<file path="src/rtl/dnm_pkg.sv">
package dnm_pkg;
  localparam int LANE_W = 32;

  typedef enum logic [1:0] {
    K_FP   = 2'b00,
    K_LOAD = 2'b01,
    K_INT  = 2'b10,
    K_NOP  = 2'b11
  } op_kind_e;

  typedef enum logic [1:0] {
    T_FLT = 2'b00,
    T_LD  = 2'b01,
    T_INT = 2'b10,
    T_RDY = 2'b11
  } src_tag_e;

  localparam int CW_DAZ = 6;
  localparam int CW_PM  = 11;
  localparam int CW_UM  = 12;
  localparam int CW_FTZ = 15;

  // subnormal: zero exponent, non-zero fraction
  function automatic logic lane_subn(input logic [LANE_W-1:0] x);
    return (x[30:23] == 8'h00) && (x[22:0] != 23'h0);
  endfunction

  // keep sign, clear magnitude
  function automatic logic [LANE_W-1:0] lane_signed_zero(input logic [LANE_W-1:0] x);
    return {x[31], {(LANE_W-1){1'b0}}};
  endfunction

  // tag written for the destination by each operation kind
  function automatic logic [1:0] kind_to_tag(input logic [1:0] k);
    case (k)
      K_FP:    return T_FLT;
      K_LOAD:  return T_LD;
      default: return T_INT;
    endcase
  endfunction

  // does a subnormal register source need preparation for this consumer
  function automatic logic needs_prep(input logic [1:0] k, input logic [1:0] tag,
                                      input logic subn, input logic daz);
    case (k)
      K_FP:    return subn && !daz && (tag == T_LD || tag == T_INT);
      K_INT:   return subn && (tag == T_FLT);
      default: return 1'b0;
    endcase
  endfunction
endpackage

</file>
<file path="src/rtl/dnm_lane_scan.sv">
module dnm_lane_scan #(
  parameter int LANES = 4
) (
  input  logic [LANES*dnm_pkg::LANE_W-1:0] vec_in,
  input  logic                             zap,
  output logic [LANES*dnm_pkg::LANE_W-1:0] vec_out,
  output logic [LANES-1:0]                 subn_mask,
  output logic                             subn_any
);
  import dnm_pkg::*;

  for (genvar g = 0; g < LANES; g++) begin : g_lane
    logic [LANE_W-1:0] lane;
    assign lane = vec_in[g*LANE_W +: LANE_W];
    assign subn_mask[g] = lane_subn(lane);
    assign vec_out[g*LANE_W +: LANE_W] = (zap && subn_mask[g]) ? lane_signed_zero(lane) : lane;
  end

  assign subn_any = |subn_mask;
endmodule

</file>
<file path="src/rtl/dnm_tag_file.sv">
module dnm_tag_file #(
  parameter int NREG = 8,
  localparam int IW  = $clog2(NREG)
) (
  input  logic            clk,
  input  logic            rst_n,
  input  logic            wr_en,
  input  logic [IW-1:0]   wr_idx,
  input  logic [1:0]      wr_tag,
  input  logic            rdy_a_en,
  input  logic [IW-1:0]   rdy_a_idx,
  input  logic            rdy_b_en,
  input  logic [IW-1:0]   rdy_b_idx,
  input  logic [IW-1:0]   rd_a_idx,
  input  logic [IW-1:0]   rd_b_idx,
  output logic [1:0]      rd_a_tag,
  output logic [1:0]      rd_b_tag,
  output logic [2*NREG-1:0] tag_vec
);
  import dnm_pkg::*;

  logic [NREG-1:0][1:0] tag_q;

  for (genvar r = 0; r < NREG; r++) begin : g_reg
    logic hit_wr, hit_rdy;
    assign hit_wr  = wr_en && (wr_idx == IW'(r));
    assign hit_rdy = (rdy_a_en && (rdy_a_idx == IW'(r))) ||
                     (rdy_b_en && (rdy_b_idx == IW'(r)));
    always_ff @(posedge clk or negedge rst_n) begin
      if (!rst_n)       tag_q[r] <= T_RDY;
      else if (hit_wr)  tag_q[r] <= wr_tag;   // destination write wins
      else if (hit_rdy) tag_q[r] <= T_RDY;
    end
    assign tag_vec[2*r +: 2] = tag_q[r];
  end

  assign rd_a_tag = tag_q[rd_a_idx];
  assign rd_b_tag = tag_q[rd_b_idx];
endmodule

</file>
<file path="src/rtl/dnm_guard.sv">
module dnm_guard #(
  parameter int LANES = 4,
  parameter int NREG  = 8,
  localparam int VW   = LANES * dnm_pkg::LANE_W,
  localparam int IW   = $clog2(NREG)
) (
  input  logic          clk,
  input  logic          rst_n,
  input  logic          iss_valid,
  input  logic [1:0]    iss_kind,
  input  logic [IW-1:0] src_a_idx,
  input  logic [VW-1:0] src_a_data,
  input  logic [IW-1:0] src_b_idx,
  input  logic [VW-1:0] src_b_data,
  input  logic          src_b_mem,
  input  logic [IW-1:0] dst_idx,
  input  logic [15:0]   ctrl_word,
  input  logic [VW-1:0] res_in,
  output logic [VW-1:0] opnd_a_out,
  output logic [VW-1:0] opnd_b_out,
  output logic [VW-1:0] res_out,
  output logic          pre_pen,
  output logic          post_pen
);
  import dnm_pkg::*;

  // control fields
  logic daz_on, ftz_on, masks_on, kind_fp, ctrl_unused;
  assign daz_on   = ctrl_word[CW_DAZ];
  assign ftz_on   = ctrl_word[CW_FTZ];
  assign masks_on = ctrl_word[CW_PM] && ctrl_word[CW_UM];
  assign kind_fp  = (iss_kind == K_FP);
  assign ctrl_unused = ^{ctrl_word[14:13], ctrl_word[10:7], ctrl_word[5:0]};

  // lane classification and zeroing
  logic [LANES-1:0] a_mask, b_mask, r_mask;
  logic a_subn_any, b_subn_any, r_subn_any;

  dnm_lane_scan #(.LANES(LANES)) u_scan_a (
    .vec_in(src_a_data), .zap(kind_fp && daz_on),
    .vec_out(opnd_a_out), .subn_mask(a_mask), .subn_any(a_subn_any));

  dnm_lane_scan #(.LANES(LANES)) u_scan_b (
    .vec_in(src_b_data), .zap(kind_fp && daz_on),
    .vec_out(opnd_b_out), .subn_mask(b_mask), .subn_any(b_subn_any));

  dnm_lane_scan #(.LANES(LANES)) u_scan_r (
    .vec_in(res_in), .zap(kind_fp && ftz_on),
    .vec_out(res_out), .subn_mask(r_mask), .subn_any(r_subn_any));

  // producer tags
  logic [1:0] tag_a, tag_b;
  logic [2*NREG-1:0] tag_vec;
  logic pen_a, pen_b, tag_wr;

  assign pen_a  = iss_valid && needs_prep(iss_kind, tag_a, a_subn_any, daz_on);
  assign pen_b  = iss_valid && !src_b_mem && needs_prep(iss_kind, tag_b, b_subn_any, daz_on);
  assign tag_wr = iss_valid && (iss_kind != K_NOP);

  dnm_tag_file #(.NREG(NREG)) u_tags (
    .clk(clk), .rst_n(rst_n),
    .wr_en(tag_wr), .wr_idx(dst_idx), .wr_tag(kind_to_tag(iss_kind)),
    .rdy_a_en(pen_a), .rdy_a_idx(src_a_idx),
    .rdy_b_en(pen_b), .rdy_b_idx(src_b_idx),
    .rd_a_idx(src_a_idx), .rd_b_idx(src_b_idx),
    .rd_a_tag(tag_a), .rd_b_tag(tag_b), .tag_vec(tag_vec));

  // penalty requests
  assign pre_pen  = pen_a || pen_b;
  assign post_pen = iss_valid && kind_fp && r_subn_any && masks_on && !ftz_on;
endmodule

</file>
<file path="config.mk">
export PLATFORM = sky130hd
export DESIGN_NAME = dnm_guard
export DESIGN_NICKNAME = d
export VERILOG_FILES = /design/src/rtl/dnm_pkg.sv /design/src/rtl/dnm_lane_scan.sv /design/src/rtl/dnm_tag_file.sv /design/src/rtl/dnm_guard.sv
export SDC_FILE = /design/constraint.sdc
export NUM_CORES = 1
export LEC_CHECK = 0
export BUFFER_PORTS_ARGS = -buffer_cell sky130_fd_sc_hd__buf_4
export CAP_MARGIN = 25
export CORE_AREA = 2 2 311 313
export DETAILED_ROUTE_END_ITERATION = 10
export DIE_AREA = 0 0 313 315
export GPL_ROUTABILITY_DRIVEN = 0
export PLACE_DENSITY = 0.35
export RECOVER_POWER = 50
export REMOVE_ABC_BUFFERS = 1
export SLEW_MARGIN = 10
export SYNTH_ARGS = -nofsm -noshare
export SYNTH_HDL_FRONTEND = slang
export SYNTH_SLANG_ARGS = --single-unit
</file>
<file path="constraint.sdc">
create_clock -name clk -period 4.1 [get_ports clk]
set_input_delay 0.205 -clock clk [delete_from_list [all_inputs] [get_ports clk]]
set_output_delay 0.205 -clock clk [all_outputs]
set_load 0.01 [all_outputs]
</file>
Word level (Yosys, flattened, before mapping)
Cells that the tools add are included.
{"block": "classes", "n_lt_le_gt_ge": 2, "n_reduce_logical": 120, "n_mux": 35, "eq_ne": 28}
{"op": "two-way mux 31 bit", "count": 12}
{"op": "nonzero test 23 bit", "count": 12}
{"op": "logical NOT 8 bit", "count": 12}
{"op": "logical AND 1 bit", "count": 65}
{"op": "equality test 3 bit (second input constant)", "count": 12}
{"op": "two-way mux 2 bit", "count": 18}
{"op": "equality test 3 x 2 -> 1 bit (second input constant)", "count": 6}
{"op": "nonzero test 2 bit", "count": 8}
{"op": "binary-select mux 2 bit (select 3 bit)", "count": 2}
{"op": "OR reduction 4 bit", "count": 3}
{"op": "logical OR 1 bit", "count": 11}
{"op": "equality test 3 x 1 -> 1 bit (second input constant)", "count": 3}
{"op": "logical NOT 3 bit", "count": 3}
{"op": "< comparator 3 x 4 -> 1 bit (second input constant)", "count": 2}
{"op": "equality test 2 x 1 -> 1 bit (second input constant)", "count": 3}
{"op": "equality test 2 bit (second input constant)", "count": 3}
{"op": "logical NOT 2 bit", "count": 3}
{"op": "case mux 1 bit (2 select lines)", "count": 2}
{"op": "case mux 2 bit (2 select lines)", "count": 1}
{"op": "logical NOT 1 bit", "count": 3}
{"op": "!= test 2 bit (second input constant)", "count": 1}
{"block": "totals", "regBits": 16, "out_inout_bits": 386, "wordCells": 193, "inputBits": 415}

Longest topological paths before layout
Gate-level depths: netlist (run 1).
{"block": "depth", "ltp_word": 11, "ltp_mapped": 10, "mapped_depth_nobuf": 9}

By module
Synthesis (run 1) repeated with hierarchy kept, for this count alone.
{"block": "hier_totals", "cells_unflattened": 688, "area_unflattened_um2": 4611.9}
{"mod": "dnm_lane_scan", "area_per_inst_um2": 1093.5, "n_inst": 3, "cells_each": 185, "seq_area_each_um2": 0.0}
{"mod": "dnm_tag_file", "area_per_inst_um2": 1158.6, "n_inst": 1, "cells_each": 108, "seq_area_each_um2": 420.4}
{"mod": "dnm_guard", "area_per_inst_um2": 172.7, "n_inst": 1, "cells_each": 25, "seq_area_each_um2": 0.0}

Least setup slack after synthesis (run 1)
OpenSTA, ideal clock, no wires.
{"block": "synth_timing", "path_kind": "input to register", "startpoint": "input port src_a_idx[0]", "endpoint": "register u_tags.tag_q, in the netlist u_tags.tag_vec[0]", "arrival_ns": 2.388, "t_required_ns": 4.038, "setup_slack_ns": 1.651, "path_stages": 10, "setup_time_ns": 0.062, "path_buffers": 1, "path_cell_list": "clkbuf_1 mux4_2 mux2i_1 ha_1 nor3b_1 a21oi_1 nor2_1 o41ai_4 o41ai_1 o32a_1"}
{"block": "synth_between", "elab_chain_cells": 10, "word_cells_on_any_way": 14, "classes_between": "eq/ne (2); mux (3); reduce/logical (9)"}
{"element": "start: declaration", "line": "dnm_guard.sv:11", "text": "input logic [IW-1:0] src_a_idx,"}
{"element": "binary-select mux 2 bit (select 3 bit)", "line": "dnm_tag_file.sv:37", "text": "assign rd_a_tag = tag_q[rd_a_idx];"}
{"element": "two-way mux 2 bit (implied by the code)", "line": "dnm_tag_file.sv:37"}
{"element": "equality test 2 x 1 -> 1 bit / equality test 2 bit (equally long branches)", "line": "dnm_pkg.sv:46", "text": "K_FP: return subn && !daz && (tag == T_LD || tag == T_INT);"}
{"element": "logical OR 1 bit", "line": "dnm_pkg.sv:46"}
{"element": "logical AND 1 bit", "line": "dnm_pkg.sv:46"}
{"element": "case mux 1 bit (2 select lines)", "line": "dnm_pkg.sv:45", "text": "case (k)"}
{"element": "logical AND 1 bit", "line": "dnm_guard.sv:56", "text": "assign pen_a = iss_valid && needs_prep(iss_kind, tag_a, a_subn_any, daz_on);"}
{"element": "logical AND 1 bit *", "line": "dnm_tag_file.sv:27", "text": "assign hit_rdy = (rdy_a_en && (rdy_a_idx == IW'(r))) ||"}
{"element": "logical OR 1 bit *", "line": "dnm_tag_file.sv:27"}
{"element": "nonzero test 2 bit (no source line) *"}
{"element": "end signal: indexed assignment", "line": "dnm_tag_file.sv:31", "text": "else if (hit_wr) tag_q[r] <= wr_tag;"}
{"element": "end: declaration", "line": "dnm_tag_file.sv:22", "text": "logic [NREG-1:0][1:0] tag_q;"}
Mark *: on every way between the ends. The rest lies on a longest branch, timed or not. The select of a mux whose other input is x is not followed.
A chain may end at the register's enable or synchronous reset.

Final worst setup path (run 1)
{"block": "layout_timing", "startpoint": "input port iss_kind[1]", "endpoint": "output port res_out[99]"}
{"block": "layout_between", "elab_chain_cells": 4}
{"element": "start: declaration", "line": "dnm_guard.sv:10", "text": "input logic [1:0] iss_kind,"}
{"element": "logical NOT 2 bit", "line": "dnm_guard.sv:32", "text": "assign kind_fp = (iss_kind == K_FP);"}
{"element": "logical AND 1 bit", "line": "dnm_guard.sv:48", "text": ".vec_in(res_in), .zap(kind_fp && ftz_on),"}
{"element": "logical AND 1 bit", "line": "dnm_lane_scan.sv:16", "text": "assign vec_out[g*LANE_W +: LANE_W] = (zap && subn_mask[g]) ? lane_signed_zero(lane) : lane;"}
{"element": "two-way mux 31 bit", "line": "dnm_lane_scan.sv:16"}
{"element": "end: declaration", "line": "dnm_guard.sv:21", "text": "output logic [VW-1:0] res_out,"}
No other way between the ends.

==> impl_metrics.toml, run 1 <==
[timing]
fmax_ghz = 0.3225
final_hold_violation_count = 0
fin_ws_ns = 0.9992
final.setup.tns_ns = 0
final_critical_period_ns = 3.101
setup_viol = 0
rsz_0062_raised_after_global_routing = "no"
worst_slew_pin_tran_ns = 1.020
clock_skew_ns = 0.002312
max-slew-margin-rel = 0.3202
finalCritPeriodShare = 0.7563
drv_slew = 0

[cells_and_area]
largest_register_ff_count = 16
layout.cells.non_filler = 2589
multiInputGateArea_mm2 = 0.003390
p_r_area_growth_vs_syn_pct = 148.4
layout.cells.most_common = "sky130_fd_sc_hd__buf_4"
fillCellCount = 11260
finish.net_count = 1721
drive_above_1_share = 0.5399
area_of_all_sequential_standard_cells_um2 = 420.4
most-common-layout-cells = "660 x sky130_fd_sc_hd__buf_4, 207 x sky130_fd_sc_hd__and2_1, 110 x sky130_fd_sc_hd__clkbuf_1, 85 x sky130_fd_sc_hd__nor4_1, 71 x sky130_fd_sc_hd__and2_0"

[floorplanning]
starting_utilization_of_the_core_area = 0.04577
io-pin-count = 801
core.rowCount = 114
die-width_um = 313
coreArea_mm2 = 0.09571
die_y_um = 315
fp.dieArea_mm2 = 0.09860

[drt]
routed_wire_length_um = 59640
via_per_inst = 3.133
initial_drc_count = 468
drt_pass1_iterations = 4
routed_wire_length_per_instance_um = 23.04
detail-route-antenna-nets = 0
route.detailed.drc = 0
dr_total_vias = 8111

[clock_tree]
clock_tree.root_cell = "sky130_fd_sc_hd__clkbuf_16"
cts-root-to-sink-buffers = 2
cts_htree_levels = 1
cts_repair_resize_count = 0
cts_hold_buf = 0
worstSkewPairLatency_ns = 0.24
numCtsBuffers = 3
clock_sinks = 16
cts_tree = "built"
clkTransAtPathRegs_ns = 0.05
postCtsSetupRepairBufs = 0

[place]
preCtsSetupSlack_ns = 1.118
dpl.cell_count = 2575
hpwl_um = 56070
numPortBuffers = 764

[critical_path]
critPathSlowestCell = "sky130_fd_sc_hd__clkbuf_1"
start_kind = "input pin"
worst_ep_arrival_time_ns = 2.90
end_kind = "primary output"
critical_path.max_stage_delay_ns = 0.73
worst_path_dominant_cell_family = "buffers and inverters"
worstPathRequired_ns = 3.89
worst-path-max-fanout = 23
path_cells = "clkbuf_1 -> nor2_1 -> and2_0 -> o2111ai_1 -> clkbuf_1 -> and2_0 -> buf_4"
timing.setup.critical_path_class = "in -> out"
timing.critical_path.buf_inv = 3

[logic_synthesis]
synth-seq-area-share = 0.09597
syn_std_cell_area_mm2 = 0.004380
synth_cell_types = 32
synth_top_area_frac = 0.3970
flop_and_latch_count_out_of_synthesis = 16
synth_area_leaders = "sky130_fd_sc_hd__and2_1 40%, sky130_fd_sc_hd__nor4_1 12%, sky130_fd_sc_hd__clkbuf_1 11%"
syn-instance-count = 668
postSynthAreaPerCell_um2 = 6.558
synth_top_cell_by_area = "sky130_fd_sc_hd__and2_1"
yosysWarningCount = 0

[power_and_ir_drop]
p_leak_nw = 4.502
power.density_cell_area_mw_per_mm2 = 145.2
worst_ir_drop_vdd_mv = 0.09053

[grt]
antenna_violations_before_repair = 19
grt_first_pass_wirelength_um = 76240
grt_use_total = 0.1123
vias_in_the_first_global_route = 8324
grt_start_max_net_pins = 24
grt_overflow_total = 0

[run_status]
run_status = "completed"

[job]
cap_violations = 0

[worst_hold_path]
worst_min_delay_path_class = "in -> reg"
-- area by class of cell --
type	count	share of cell area
flip-flops and latches	16	0.03864
repair buffers	770	0.4933
clock buffers	3	0.006900
well taps	1276	0.1467
multi-input cells	512	0.3115
inverters	1	0.0003450
diodes	11	0.002530
-- cell usage after synthesis --
cell                          n
sky130_fd_sc_hd__clkbuf_1   125
sky130_fd_sc_hd__o41ai_1      2
sky130_fd_sc_hd__buf_1        2
sky130_fd_sc_hd__o41ai_4      1
sky130_fd_sc_hd__nand4_1      9
sky130_fd_sc_hd__a21oi_1      1
sky130_fd_sc_hd__ha_1         2
sky130_fd_sc_hd__a22oi_1      1
sky130_fd_sc_hd__o32a_1       4
sky130_fd_sc_hd__nor3b_1      1
sky130_fd_sc_hd__nand2_1     29
sky130_fd_sc_hd__mux4_2       8
sky130_fd_sc_hd__o31ai_1      6
sky130_fd_sc_hd__and2_1     278
sky130_fd_sc_hd__o2111ai_1    4
sky130_fd_sc_hd__nor4b_1      1
sky130_fd_sc_hd__and3_1      10
sky130_fd_sc_hd__o211ai_1     8
sky130_fd_sc_hd__nand3_1      3
sky130_fd_sc_hd__nor3_1      14
sky130_fd_sc_hd__nor4_1      85
sky130_fd_sc_hd__or2_2        4
sky130_fd_sc_hd__nor2b_1      4
sky130_fd_sc_hd__and4_1       5
sky130_fd_sc_hd__o32a_2      12
sky130_fd_sc_hd__dfstp_2     16
sky130_fd_sc_hd__nand2b_1     3
sky130_fd_sc_hd__nor2_1       9
sky130_fd_sc_hd__mux2i_1      4
sky130_fd_sc_hd__inv_1        1
sky130_fd_sc_hd__a31oi_1      4
sky130_fd_sc_hd__buf_4       12
-- final timing paths --
path / from / end / slack, ns / cells after the start
max: iss_kind[1] / res_out[99] / 1.0 / 7
min: dst_idx[1] / u_tags.tag_vec[6]$_DFFE_PN1P_ / 0.37 / 3
max reg2reg: u_tags.tag_vec[7]$_DFFE_PN1P_ / u_tags.tag_vec[8]$_DFFE_PN1P_ / 1.21 / 9
min reg2reg: u_tags.tag_vec[11]$_DFFE_PN1P_ / u_tags.tag_vec[11]$_DFFE_PN1P_ / 0.71 / 1
max in group asynchronous: rst_n / u_tags.tag_vec[11]$_DFFE_PN1P_ / 3.53 / 1
min in group asynchronous: rst_n / u_tags.tag_vec[5]$_DFFE_PN1P_ / 0.53 / 1
-- report_power, final --
group | switching, mW | internal, mW
logic | 0.546 | 0.590
registers | 0.0352 | 0.224
clock network | 0.0569 | 0.128
-- logic make-up (layout without fill, tap and decap cells) --
family / count (synthesis) / in the layout / share of synthesized area
simple gates: 455 / 455 / 0.6270
buf+inv: 140 / 774 / 0.1302
compound gates: 43 / 43 / 0.09083
flops: 16 / 16 / 0.09597
mux: 12 / 12 / 0.05027
fa+ha+maj: 2 / 2 / 0.005712
other cells: 0 / 11 / 0
-- routing by layer --
layer  GRT usage  wire length, um  vias up
li1            -                -     3538
met1      0.1386            24120     3919
met2      0.1895            28210      581
met3     0.03730             5843       61
met4     0.02294             1377       12
met5           0               83        -
-- stage by stage --
step	power, mW	instance area [um^2]	util	hold WS [ns]
floorplan	0.5597	3814	-	0.05716
global placement	1.448	11190	0.1169	0.3087
detailed placement	1.450	11190	0.1169	0.3247
CTS	1.645	11270	0.1177	0.06383
global route	1.668	10860	0.1135	0.3902
finish	1.580	10880	0.1137	0.3728
-- worst reg2reg max path, cell delays in order, from the launching register on --
cell and delay, ns:
sky130_fd_sc_hd__dfstp_2 0.38, sky130_fd_sc_hd__mux4_2 0.50, sky130_fd_sc_hd__mux2i_1 0.19, sky130_fd_sc_hd__ha_1 0.17, sky130_fd_sc_hd__nor3b_1 0.18, sky130_fd_sc_hd__a21oi_1 0.06
sky130_fd_sc_hd__nor2_1 0.37, sky130_fd_sc_hd__o41ai_4 0.30, sky130_fd_sc_hd__o41ai_1 0.46, sky130_fd_sc_hd__o32a_1 0.23
Note: power is estimated with default switching activity, not from simulation.
==> run 2: changes to the inputs <==
Settings changed: ABC_AREA set to 1, PLACE_DENSITY 0.35 to 0.36.
Clock period 4.1 ns to 2.53 ns, I/O delays scaled along.
==> run 2 against run 1 <==
Hold slack got worse by 0.12 ns. Clock-buffer cell count unchanged. Die area unchanged. Largest power group unchanged. Clock power increased by 74%.
==> impl_metrics.toml, run 2 <==
[power_and_ir_drop]
p_seq_frac = 0.163
comb_power_share = 0.710
p_leak_nw = 6.955
p_sw_frac = 0.4400
p_switching_mw = 1.114
power.clock.fraction = 0.127
intPower_mw = 1.418
worst_ir_drop_vdd_mv = 0.1324
power.density_cell_area_mw_per_mm2 = 213.7

[cells_and_area]
p_r_area_growth_vs_syn_pct = 120.8
largest_register_ff_count = 16
most-common-layout-cells = "612 x sky130_fd_sc_hd__buf_4, 423 x sky130_fd_sc_hd__nand2_1, 325 x sky130_fd_sc_hd__inv_1, 198 x sky130_fd_sc_hd__nor2_1, 173 x sky130_fd_sc_hd__clkbuf_1"
drive_above_1_share = 0.3414
layout.cells.most_common = "sky130_fd_sc_hd__buf_4"
finish.net_count = 2314
area_of_all_sequential_standard_cells_um2 = 420.4
multiInputGateArea_mm2 = 0.003177
fillCellCount = 11510

[logic_synthesis]
synth-seq-area-share = 0.07832
syn_std_cell_area_mm2 = 0.005368
synth_cell_types = 31
synth.most_common_cell = "sky130_fd_sc_hd__nand2_1"
synth.top_cells.by_count = "423 x sky130_fd_sc_hd__nand2_1, 325 x sky130_fd_sc_hd__inv_1, 197 x sky130_fd_sc_hd__nor2_1, 112 x sky130_fd_sc_hd__clkbuf_1, 49 x sky130_fd_sc_hd__nand3_1"
synth_ff_type = "sky130_fd_sc_hd__dfstp_2"
share_of_flip_flops_with_an_asynchronous_set_or_reset_after_synthesis = 1.000
flop_and_latch_count_out_of_synthesis = 16
synth_area_leaders = "sky130_fd_sc_hd__nand2_1 30%, sky130_fd_sc_hd__inv_1 23%, sky130_fd_sc_hd__nor2_1 14%"
postSynthAreaPerCell_um2 = 4.364
post_synth_edffs = 0
synth_top_cell_by_area = "sky130_fd_sc_hd__nand2_1"
yosysWarningCount = 0
syn-instance-count = 1230
synth_top_area_frac = 0.2958

[critical_path]
worst_ep_arrival_time_ns = 2.26
worstPathRequired_ns = 2.40
start_kind = "flop"
worst-path-max-fanout = 9
critical_path.max_stage_delay_ns = 0.53
timing.critical_path.buf_inv = 3
timing.setup.critical_path_class = "reg -> out"
critPathSlowestCell = "sky130_fd_sc_hd__dfstp_2"
path_cells = "inv_1 -> o22ai_2 -> a221oi_1 -> nand2_1 -> o21ai_0 -> ha_1 -> nand3_1 -> a21oi_2 -> buf_4 -> a22o_1 -> buf_4"
worst_path_dominant_cell_family = "compound AO/OA/AOI/OAI gates"
crit_top_cell = "sky130_fd_sc_hd__buf_4"
end_kind = "primary output"

[clock_tree]
clock_tree.root_cell = "sky130_fd_sc_hd__clkbuf_16"
cts-root-to-sink-buffers = 2
clock_sinks = 16
cts_tree = "built"
numCtsBuffers = 3
worstSkewPairLatency_ns = 0.25
cts_htree_levels = 1
clkTransAtPathRegs_ns = 0.05

[timing]
max-slew-margin-rel = 0.3066
whs_ns = 0.2531
finalCritPeriodShare = 0.9436
rsz_0062_raised_after_global_routing = "no"
setup_viol = 0
drv_slew = 0
worst_slew_pin_tran_ns = 1.040
final_hold_violation_count = 0
clock_skew_ns = 0.005070
final_critical_period_ns = 2.387
final.setup.tns_ns = 0
fmax_ghz = 0.4189

[grt]
grt_first_pass_wirelength_um = 81010
vias_in_the_first_global_route = 9119
antenna_violations_before_repair = 45
grt_use_total = 0.1215
grt_start_max_net_pins = 24
grt_overflow_total = 0

[drt]
via_per_inst = 3.038
initial_drc_count = 629
detail-route-antenna-nets = 0
routed_wire_length_per_instance_um = 20.24
route.detailed.drc = 0
dr_total_vias = 9668
drt_pass1_iterations = 5
routed_wire_length_um = 64410

[floorplanning]
starting_utilization_of_the_core_area = 0.05608
die-width_um = 313
core.rowCount = 114
coreArea_mm2 = 0.09571
die_y_um = 315
io-pin-count = 801
fp.dieArea_mm2 = 0.09860

[job]
cap_violations = 0

[place]
hpwl_um = 60370
numPortBuffers = 764

[worst_hold_path]
worst_min_delay_path_class = "in -> out"

[run_status]
run_status = "completed"
==> run 2: changes by cell type in the layout (fill, tap and decap cells not counted), moves of 63 or more <==
cell,delta
sky130_fd_sc_hd__nand2_1,+394
sky130_fd_sc_hd__inv_1,+324
sky130_fd_sc_hd__and2_1,-204
sky130_fd_sc_hd__nor2_1,+189
sky130_fd_sc_hd__and2_0,-69
sky130_fd_sc_hd__clkbuf_1,+63
==> run 2: power by group through the flow <==
stage,clock [mW],sequential (mW),combinational (mW)
2_1_floorplan,0,0.389,0.542
3_3_place_gp,0,0.416,1.94
3_5_place_dp,0,0.413,1.93
4_1_cts,0.327,0.411,1.94
5_1_grt,0.334,0.420,1.96
6_report,0.321,0.412,1.80
==> run 2: worst reg2reg max path: cells and delay by family, from the launching register on <==
family                   cells  cell delay (ns)
AO/OA/AOI/OAI                3             0.77
AND/OR/NAND/NOR              5             0.50
flip-flops                   1             0.37
buffers and inverters        3             0.33
adder cells (fa/ha/maj)      1             0.24
==> run 2: through the flow <==
stage | power [mW] | cells | area (um^2) | setup WS (ns) | util
floorplan | 0.9311 | 1098 | 4817 | 0.5651 | -
global placement | 2.353 | 3165 | 12380 | 0.3615 | 0.1293
detailed placement | 2.343 | 3165 | 12380 | 0.2902 | 0.1293
CTS | 2.675 | 3169 | 12460 | 0.1067 | 0.1302
global route | 2.716 | 3177 | 11840 | 0.01274 | 0.1237
finish | 2.533 | 3182 | 11850 | 0.1427 | 0.1238
==> run 2: kinds of logic after synthesis <==
kind of cell,share of synthesized area
simple gates,0.5559
buf+inv,0.3305
fa+ha+maj,0.004661
compound gates,0.03054
flops,0.07832
==> run 2: what timing repair did <==
item                                   4_1_cts  5_1_grt
setup endpoints to repair                    0        1
endpoints found under the hold margin        8        0
buffers inserted                             0        2
resized for setup                            0        3
hold buffers                                 1        0
==> run 2: per-layer routing <==
layer	share of wire	wire, um	GRT usage
met5	0.0054	348	0
met4	0.011	738	0.01707
met3	0.18	11470	0.09657
met2	0.41	26220	0.1724
met1	0.40	25640	0.1445
==> run 2: area by class of cell <==
| type | instances | share of cell area |
|---|---|---|
| Sequential cell | 16 | 0.03548 |
| Clock buffer | 3 | 0.006335 |
| Antenna cell | 11 | 0.002323 |
| Timing Repair Buffer | 794 | 0.4498 |
| Inverter | 326 | 0.1033 |
| Tap cell | 1276 | 0.1347 |
| Multi-Input combinational cell | 756 | 0.2681 |
==> run 2: path summary, 6_finish.rpt <==
check,end,depth (start not counted),slack [ns],start
setup / recovery,pre_pen,11,0.14,u_tags.tag_vec[15]$_DFFE_PN1P_
hold / removal,res_out[127],0,0.25,res_in[127]
hold reg to reg,u_tags.tag_vec[10]$_DFFE_PN1P_,2,0.50,u_tags.tag_vec[10]$_DFFE_PN1P_
setup reg to reg,u_tags.tag_vec[5]$_DFFE_PN1P_,12,0.25,u_tags.tag_vec[14]$_DFFE_PN1P_
min in group asynchronous,u_tags.tag_vec[5]$_DFFE_PN1P_,2,1.04,rst_n
max in group asynchronous,u_tags.tag_vec[10]$_DFFE_PN1P_,2,1.44,rst_n
